File: src/rtl/pwmt_pkg.sv
package pwmt_pkg;
    localparam int unsigned NUM_OUT = 2;
    localparam int unsigned NUM_CH  = 2 * NUM_OUT;

    typedef enum logic [2:0] {
        RA_START = 3'd0,
        RA_TOP   = 3'd1,
        RA_CMP0  = 3'd2,
        RA_CMP1  = 3'd3,
        RA_CMP2  = 3'd4,
        RA_CMP3  = 3'd5
    } reg_addr_e;
endpackage

File: src/rtl/pwmt_count.sv
module pwmt_count #(
    parameter int unsigned W = 8
) (
    input  logic         clk,
    input  logic         rst_n,
    input  logic [W-1:0] start_i,
    input  logic [W-1:0] top_i,
    output logic [W-1:0] cnt_o,
    output logic         at_top_o,
    output logic         at_start_o
);
    logic [W-1:0] cnt_d, cnt_q;

    assign at_top_o   = (cnt_q >= top_i);
    assign at_start_o = (cnt_q == start_i);
    assign cnt_o      = cnt_q;

    always_comb begin
        cnt_d = cnt_q + 1'b1;
        if (at_top_o) cnt_d = start_i;
    end

    always_ff @(posedge clk or negedge rst_n) begin
        if (!rst_n) cnt_q <= '0;
        else        cnt_q <= cnt_d;
    end

    // counting step below top
    a_r1_step: assert property (@(posedge clk) disable iff (!rst_n)
        (cnt_q < top_i) |=> (cnt_q == $past(cnt_q) + 1'b1));
    // wrap to start register
    a_r1_wrap: assert property (@(posedge clk) disable iff (!rst_n)
        (cnt_q >= top_i) |=> (cnt_q == $past(start_i)));
endmodule

File: src/rtl/pwmt_edge_pair.sv
module pwmt_edge_pair #(
    parameter int unsigned W = 8
) (
    input  logic         clk,
    input  logic         rst_n,
    input  logic [W-1:0] cnt_i,
    input  logic [W-1:0] top_i,
    input  logic [W-1:0] set_i,
    input  logic [W-1:0] clr_i,
    input  logic         init_cmd_i,
    input  logic         init_val_i,
    output logic         level_o
);
    logic level_d, level_q;
    logic set_hit, clr_hit;

    always_comb begin
        set_hit = (cnt_i == set_i) && (set_i <= top_i);
        clr_hit = (cnt_i == clr_i) && (clr_i <= top_i);
        level_d = level_q;
        if (init_cmd_i)   level_d = init_val_i;
        else if (set_hit) level_d = 1'b1;
        else if (clr_hit) level_d = 1'b0;
    end

    always_ff @(posedge clk or negedge rst_n) begin
        if (!rst_n) level_q <= 1'b0;
        else        level_q <= level_d;
    end

    assign level_o = level_q;

    // set match (wins over an equal clear) raises the state
    a_r2_set_edge: assert property (@(posedge clk) disable iff (!rst_n)
        (!init_cmd_i && cnt_i == set_i && set_i <= top_i) |=> level_o);
    // compares beyond top leave the state alone
    a_r3_no_edge: assert property (@(posedge clk) disable iff (!rst_n)
        (!init_cmd_i && set_i > top_i && clr_i > top_i) |=> $stable(level_o));
    // initialisation command loads the state
    a_r8_init: assert property (@(posedge clk) disable iff (!rst_n)
        init_cmd_i |=> (level_o == $past(init_val_i)));
endmodule

File: src/rtl/pwm_pair_timer.sv
module pwm_pair_timer
    import pwmt_pkg::*;
#(
    parameter int unsigned W = 8
) (
    input  logic         clk,
    input  logic         rst_n,
    input  logic         wr_en_i,
    input  logic [2:0]   wr_addr_i,
    input  logic [W-1:0] wr_data_i,
    input  logic         sw_sync_i,
    input  logic [1:0]   sync_en_i,
    input  logic         load_at_top_i,
    input  logic         load_at_start_i,
    input  logic         init_cmd_i,
    input  logic [1:0]   init_val_i,
    input  logic [1:0]   out_en_i,
    input  logic         trig_sel_i,
    output logic [1:0]   pwm_o,
    output logic         trig_o,
    output logic [W-1:0] cnt_o
);
    typedef struct packed {
        logic [W-1:0]             start;
        logic [W-1:0]             top;
        logic [W-1:0]             top_buf;
        logic [NUM_CH-1:0][W-1:0] cmp;
        logic [NUM_CH-1:0][W-1:0] cmp_buf;
        logic                     armed;
        logic                     trig;
    } regs_t;

    regs_t        d, q;
    logic [W-1:0] cnt;
    logic         at_top, at_start, fire;
    logic [1:0]   buf_idx;
    logic [W-1:0] trig_val;
    logic [NUM_OUT-1:0] level;

    pwmt_count #(.W(W)) u_count (
        .clk        (clk),
        .rst_n      (rst_n),
        .start_i    (q.start),
        .top_i      (q.top),
        .cnt_o      (cnt),
        .at_top_o   (at_top),
        .at_start_o (at_start)
    );

    always_comb begin
        d        = q;
        fire     = q.armed && ((load_at_top_i && at_top) || (load_at_start_i && at_start));
        buf_idx  = wr_addr_i[1:0] - 2'd2;
        trig_val = trig_sel_i ? q.cmp[3] : q.cmp[2];

        if (wr_en_i) begin
            case (wr_addr_i)
                RA_START: d.start   = wr_data_i;
                RA_TOP:   d.top_buf = wr_data_i;
                RA_CMP0, RA_CMP1, RA_CMP2, RA_CMP3:
                          d.cmp_buf[buf_idx] = wr_data_i;
                default: ;
            endcase
        end

        if (at_top || fire) d.top = q.top_buf;

        if (fire) begin
            for (int p = 0; p < NUM_OUT; p++) begin
                if (sync_en_i[p]) begin
                    d.cmp[2*p]   = q.cmp_buf[2*p];
                    d.cmp[2*p+1] = q.cmp_buf[2*p+1];
                end
            end
        end

        d.armed = sw_sync_i | (q.armed & ~fire);
        d.trig  = (cnt == trig_val) && (trig_val <= q.top);
    end

    always_ff @(posedge clk or negedge rst_n) begin
        if (!rst_n) begin
            q.start   <= '0;
            q.top     <= '1;
            q.top_buf <= '1;
            q.cmp     <= '0;
            q.cmp_buf <= '0;
            q.armed   <= 1'b0;
            q.trig    <= 1'b0;
        end else begin
            q <= d;
        end
    end

    for (genvar p = 0; p < NUM_OUT; p++) begin : g_out
        pwmt_edge_pair #(.W(W)) u_pair (
            .clk        (clk),
            .rst_n      (rst_n),
            .cnt_i      (cnt),
            .top_i      (q.top),
            .set_i      (q.cmp[2*p]),
            .clr_i      (q.cmp[2*p+1]),
            .init_cmd_i (init_cmd_i),
            .init_val_i (init_val_i[p]),
            .level_o    (level[p])
        );
        assign pwm_o[p] = out_en_i[p] ? level[p] : init_val_i[p];
    end

    assign trig_o = q.trig;
    assign cnt_o  = cnt;

    // active compares only move on a fired transfer
    a_r5_cmp_hold: assert property (@(posedge clk) disable iff (!rst_n)
        !fire |=> $stable(q.cmp));
    // request clears once its transfer fires
    a_r6_clear: assert property (@(posedge clk) disable iff (!rst_n)
        (fire && !sw_sync_i) |=> !q.armed);
    // top buffer reaches the active top at a wrap
    a_r4_reload: assert property (@(posedge clk) disable iff (!rst_n)
        at_top |=> (q.top == $past(q.top_buf)));
    // a trigger only follows an in-range counter
    a_r7_trig_range: assert property (@(posedge clk) disable iff (!rst_n)
        trig_o |-> ($past(cnt) <= $past(q.top)));
endmodule

File: config.mk
export PLATFORM = sky130hd
export DESIGN_NAME = pwm_pair_timer
export DESIGN_NICKNAME = d
export VERILOG_FILES = /design/src/rtl/pwmt_pkg.sv /design/src/rtl/pwmt_count.sv /design/src/rtl/pwmt_edge_pair.sv /design/src/rtl/pwm_pair_timer.sv
export SDC_FILE = /design/constraint.sdc
export NUM_CORES = 1
export LEC_CHECK = 0
export ABC_AREA = 0
export CORE_MARGIN = 10
export CORE_UTILIZATION = 35
export DETAILED_ROUTE_END_ITERATION = 12
export GPL_ROUTABILITY_DRIVEN = 0
export PLACE_DENSITY_LB_ADDON = 0.2
export REMOVE_ABC_BUFFERS = 1
export SYNTH_ARGS = -nofsm -noshare
export SYNTH_HDL_FRONTEND = slang
export SYNTH_SLANG_ARGS = --single-unit
File: constraint.sdc
create_clock -name clk -period 2.4 [get_ports clk]
set_clock_uncertainty 0.2 [all_clocks]
set_input_delay 0.48 -clock clk [delete_from_list [all_inputs] [get_ports clk]]
set_output_delay 0.48 -clock clk [all_outputs]
set_load 0.1 [all_outputs]
* After elaboration in Yosys (flattened, before gate mapping)
Cells that the tools add are included.
** Storage, ports and cells
- Logic and storage cells :: 73
- Latch bits :: 0
- Memories :: 0
- Bits in registers :: 100
- Memory bits (read-only) :: 0
- Bits in writable memories :: 0
- Output and inout port bits :: 11
** Cells by class
- Reductions and logical operators :: 20
- Multiply operators :: 0
- Bitwise logic cells :: 3
- Multiplexer cells :: 13
- Add/sub/neg operators :: 2
- $lt $le $gt $ge :: 8
- Equality and inequality tests :: 11
- Div/mod/pow operators :: 0
- Shift operators :: 0
** Operators with widths (number)
- $eq A8 B8 Y1 :: 6
- $le A8 B8 Y1 :: 5
- $bwmux W32 :: 1
- $mux W8 :: 3
- $demux W8 S2 :: 1
- $reduce_and A2 Y1 :: 5
- $logic_and A1 B1 Y1 :: 9
- $add A8 B1 Y8 const B :: 1
- $ge A8 B8 Y1 :: 1
- $mux W1 :: 8
- $eq A3 B2 Y1 const B :: 2
- $eq A3 B3 Y1 const B :: 2
- $reduce_bool A3 Y1 :: 2
- $reduce_or A4 Y1 :: 1
- $eq A3 B1 Y1 const B :: 1
- $logic_not A3 Y1 :: 1
- $lt A2 B3 Y1 const B :: 1
- $ge A2 B1 Y1 const B :: 1
- $logic_or A1 B1 Y1 :: 2
- $sub A2 B2 Y2 const B :: 1
- $and A1 B1 Y1 :: 1
- $not A1 Y1 :: 1
- $or A1 B1 Y1 :: 1

* Logic depth before layout (Yosys ltp)
- Depth after elaboration :: 7
- Depth in mapped cells :: 11
- Depth with buffers taken out :: 8

* Modules after synthesis
Synthesis repeated with hierarchy kept, for this count alone.
** Second synthesis, totals
- Cells, all modules :: 463
- Area total of the unflattened synthesis :: 5765.5 µm²
** Modules (own cells, without submodules)
- pwm_pair_timer :: area an instance 3828.7 µm², times used 1, seq. area each 2272.2 µm², cells each 246
- pwmt_edge_pair :: area an instance 620.6 µm², times used 2, seq. area each 25.0 µm², cells each 73
- pwmt_count :: area an instance 695.7 µm², times used 1, seq. area each 200.2 µm², cells each 71

* Least setup slack after synthesis
No wires, ideal clock.
- Path type :: register -> register
- From :: register u_count.cnt_q[0], in the netlist u_count.cnt_o[0]
- To :: register q[34] (netlist name)
- Arrival :: 3020 ps
- Required time :: 2075 ps
- Period minus slack after synthesis :: 3346 ps
- Library setup time :: 125 ps
- Setup slack :: -946 ps
- Cell stages (with the launch flop) :: 11
- Path buffers :: 2
- Cell sequence :: dfrtp_1 > buf_2 > inv_1 > ha_1 > and3_1 > o21ai_1 > a311o_1 > a21boi_4 > o211ai_4 > buf_6 > mux2_4
** Between the ends
- Word-level cells in the longest chain between the ends :: 5
** Ends and longest elaborated chain
- start, declared :: line pwmt_count.sv:12 : logic [W-1:0] cnt_d, cnt_q;
- start signal, assigned :: line pwmt_count.sv:25 : else cnt_q <= cnt_d;
- $ge A8 B8 Y1 or $eq A8 B8 Y1 (tied branches) :: line pwmt_count.sv:14, pwmt_count.sv:15
- $logic_and A1 B1 Y1 :: line pwm_pair_timer.sv:52 : fire = q.armed && ((load_at_top_i && at_top) || (load_at_start_i && at_start));
- $logic_or A1 B1 Y1 (*) :: line pwm_pair_timer.sv:52
- $logic_and A1 B1 Y1 (*) :: line pwm_pair_timer.sv:52
- $reduce_and A2 Y1 (no source line) (*)
- end, declared :: line pwm_pair_timer.sv:33 : regs_t d, q;
Mark *: on every way between the ends. The rest lies on a longest branch, timed or not.
A chain may end at the register's enable or synchronous reset.

* Worst setup path in the final report
- From :: register q[75] (netlist name)
- To :: register q[50] (netlist name)
** Between the ends
- Word-level cells in the longest chain between the ends :: 5
** Ends and longest elaborated chain
- $ge A8 B8 Y1 :: line pwmt_count.sv:14 : assign at_top_o = (cnt_q >= top_i);
- $logic_and A1 B1 Y1 :: line pwm_pair_timer.sv:52
- $logic_or A1 B1 Y1 :: line pwm_pair_timer.sv:52
- $logic_and A1 B1 Y1 :: line pwm_pair_timer.sv:52
- $reduce_and A2 Y1 (no source line)
Every way passes these cells.

==> qor.txt <==
status -> finished with violations
violated checks -> negative setup slack
antenna-violating nets left -> 0
Final Max Tran Viols -> 0
Area growth, synth to finish -> 24.66%
Logic pwr share -> 57.7%
final wirelength -> 15,030 um
reg-to-reg endpoint -> q[50]
max_slew headroom -> 58.46%
Crit Reg-Reg Startpoint -> q[75]
setup slack, reg-to-reg -> -0.20 ns
Clk pin slew, worst setup/hold paths -> 0.07 ns
Die Area -> 21,840 um^2
placed cell areas -> 6725 um^2
Sw Share -> 41.40%
Tot GR Track Use -> 14.05%
max layer used -> met4
initial antenna violation count -> 0
post-synth cell types -> 44
clk buf depth -> 2
Vias -> 3,810
drt initial violations -> 211
largest net degree at the start of global routing -> 45
area share of fa/ha/maj cells after synthesis -> 10.73%
xor-xnor portion of the synthesized cell area -> 8.123%
Hold Crit Endpoint -> q[31]
Worst Setup End Kind -> flip-flop
# IOs -> 36
met3 wire len -> 493 um
share of cells above drive strength 1 -> 37.11%
Setup crit start kind -> flip-flop
register share of total power -> 27.9%
fin nets -> 608
hold_ws -> 0.3023 ns
# diodes -> 0
critical path peak fanout -> 16
Syn Std Cell Area -> 5714 um^2
Worst-Margin Slew -> 0.6231 ns
hold path depth -> 1
RSZ-0062 raised after global routing -> true
GRT overflow -> 0
DR vias/cell -> 5.046
R2R cell count -> 9
DRT Pass-1 Iters -> 4
Req. time, crit path -> 2.43 ns
min-delay src -> q[31]
power per cell area -> 1505 nW/um^2
crit share post-route -> 108.3%
first-pass GRT wire length -> 23,760 um
Sw Pwr -> 0.004438 W
Post-synth EDFFs -> 0
clk root buf -> clkbuf_16
Leakage -> 3.099 nW
Setup Viol. Count Final -> 40
WL met1 -> 7164 um
Clk Latency, worst-skew pair -> 0.34 ns
most frequent cells in the layout -> 84 x dfrtp_1, 77 x mux2_2, 44 x ha_1
Initial Util -> 35.84%
met2 wire length -> 7234 um
CTS tree -> built
syn avg cell area -> 12.40 um^2
peak supply drop -> 0.7434 mV
HPWL after detailed placement -> 11,340 um
CTS buffer count -> 9
Rows -> 46
die width -> 147.8 um
sequential area share after synthesis -> 44.14%
largest family of logic cells by synthesized area -> multiplexers
Port-buffer cells -> 35
post-synthesis mux area share -> 20.60%
TNS Setup -> -6.302 ns
internal power -> 0.006282 W
Max H-tree Level -> 3
drt drc -> 0
Layout fillers -> 1,501
Hold/Removal Path Class -> reg2reg
FMAX -> 384.8 MHz
simple-gate share of the synthesized area -> 7.094%
Die Y -> 147.8 um
Finished Cell Area -> 7123 um^2
Crit Path Category -> reg2reg
Final Worst Setup Slack -> -0.1990 ns
routed len/inst -> 19.91 um
top_reg_cell synth -> dfrtp_1
Compound-Gate Fraction of Synth Area -> 6.678%
cells after synthesis -> 461
Placeable Area -> 15,940 um^2
fin crit period -> 2.599 ns
Hold Vio Cnt, Final -> 0
Clock power frac -> 14.4%
CP arrival -> 2.63 ns
most common cell after layout, fill and taps aside -> dfrtp_1
max-capacitance violation count -> 0
vias in the first global route -> 4,152
clock sink count -> 100
Async SR Flop Fraction -> 100.0%
Yosys reg bits -> 100
YS warnings -> 0
cells by family after synthesis:
logic type | after synthesis
fa+ha+maj | 49
flops | 100
simple gates | 71
buf+inv | 33
xor+xnor | 53
compound gates | 57
mux | 98
through the flow:
step	utilization [%]	setup WS, ns	cells	power [W]
after global routing	44.68	-0.2914	755	0.01151
after global placement	42.18	-0.2909	738	0.008836
after CTS	44.60	-0.2238	755	0.01076
after detailed placement	42.18	-0.3799	738	0.009062
final	44.68	-0.1990	755	0.01072
after floorplan	-	-1.011	444	0.006819
cell usage after synthesis (11+ instances only):
cell type / instances / area (um^2)
mux2_4: 20 / 300.3
ha_1: 49 / 613.1
dfrtp_1: 84 / 2102
xor2_1: 22 / 192.7
a21oi_1: 26 / 130.1
nand2_1: 14 / 52.55
dfstp_2: 16 / 420.4
nand4_1: 15 / 93.84
xnor2_1: 31 / 271.5
inv_1: 16 / 60.06
nor2_1: 11 / 41.29
mux2_2: 77 / 867.1
critical path: stages (launching register included):
cell	delay, ns
dfstp_2	0.54
inv_2	0.05
ha_4	0.26
and3_1	0.14
o21ai_1	0.06
a311o_1	0.37
a21boi_4	0.25
o211ai_4	0.12
buf_12	0.17
mux2_4	0.30
per-layer routing:
metal | up-vias | track usage [%]
met2 | 61 | 23.44
met5 | - | 0
met1 | 1932 | 18.69
met4 | 0 | 3.667
li1 | 1808 | -
met3 | 9 | 1.893
worst max-delay path by stage:
stage / startpoint / end / slack, ns / depth (start not counted)
3_3_place_gp: trig_sel_i / trig_o / -0.29 / 9
2_1_floorplan: u_count.cnt_o[0] / q[41] / -1.01 / 8
5_1_grt: q[75] / q[51] / -0.29 / 9
6_report: q[75] / q[50] / -0.20 / 9
3_5_place_dp: trig_sel_i / trig_o / -0.38 / 9
4_1_cts: q[75] / q[52] / -0.22 / 9
state kept, by name, indices dropped and copies added, names as in the netlist:
name	cells
q	89
u_count.cnt_o	8
g_out.u_pair.level_o	2
trig_o	1
repair_timing:
| item | in CTS | in global routing |
|---|---|---|
| endpoints found under the hold margin | 31 | 0 |
| hold buffers | 1 | 0 |
| pin swaps | 2 | 5 |
| gates resized for setup | 9 | 1 |
| setup buffers | 0 | 0 |
| setup endpoints to repair | 42 | 42 |
power groups by stage:
| stage | Combinational, W | Sequential (W) | Clock (W) |
|---|---|---|---|
| after floorplan | 0.00334 | 0.00348 | 0 |
| after global placement | 0.00585 | 0.00299 | 0 |
| after detailed placement | 0.00606 | 0.00300 | 0 |
| after CTS | 0.00618 | 0.00299 | 0.00158 |
| after global routing | 0.00678 | 0.00308 | 0.00166 |
| final | 0.00619 | 0.00299 | 0.00154 |
layout make-up:
| type | instances | area [um^2] | share of cell area [%] |
|---|---|---|---|
| Clock inverter | 4 | 53.80 | 0.7553 |
| Timing Repair Buffer | 79 | 843.3 | 11.84 |
| Sequential cell | 100 | 2522 | 35.41 |
| Inverter | 16 | 60.06 | 0.8431 |
| Clock buffer | 12 | 266.5 | 3.741 |
| Multi-Input combinational cell | 328 | 3107 | 43.61 |
| Tap cell | 216 | 270.3 | 3.794 |
Power figures use the tool's default switching activity.
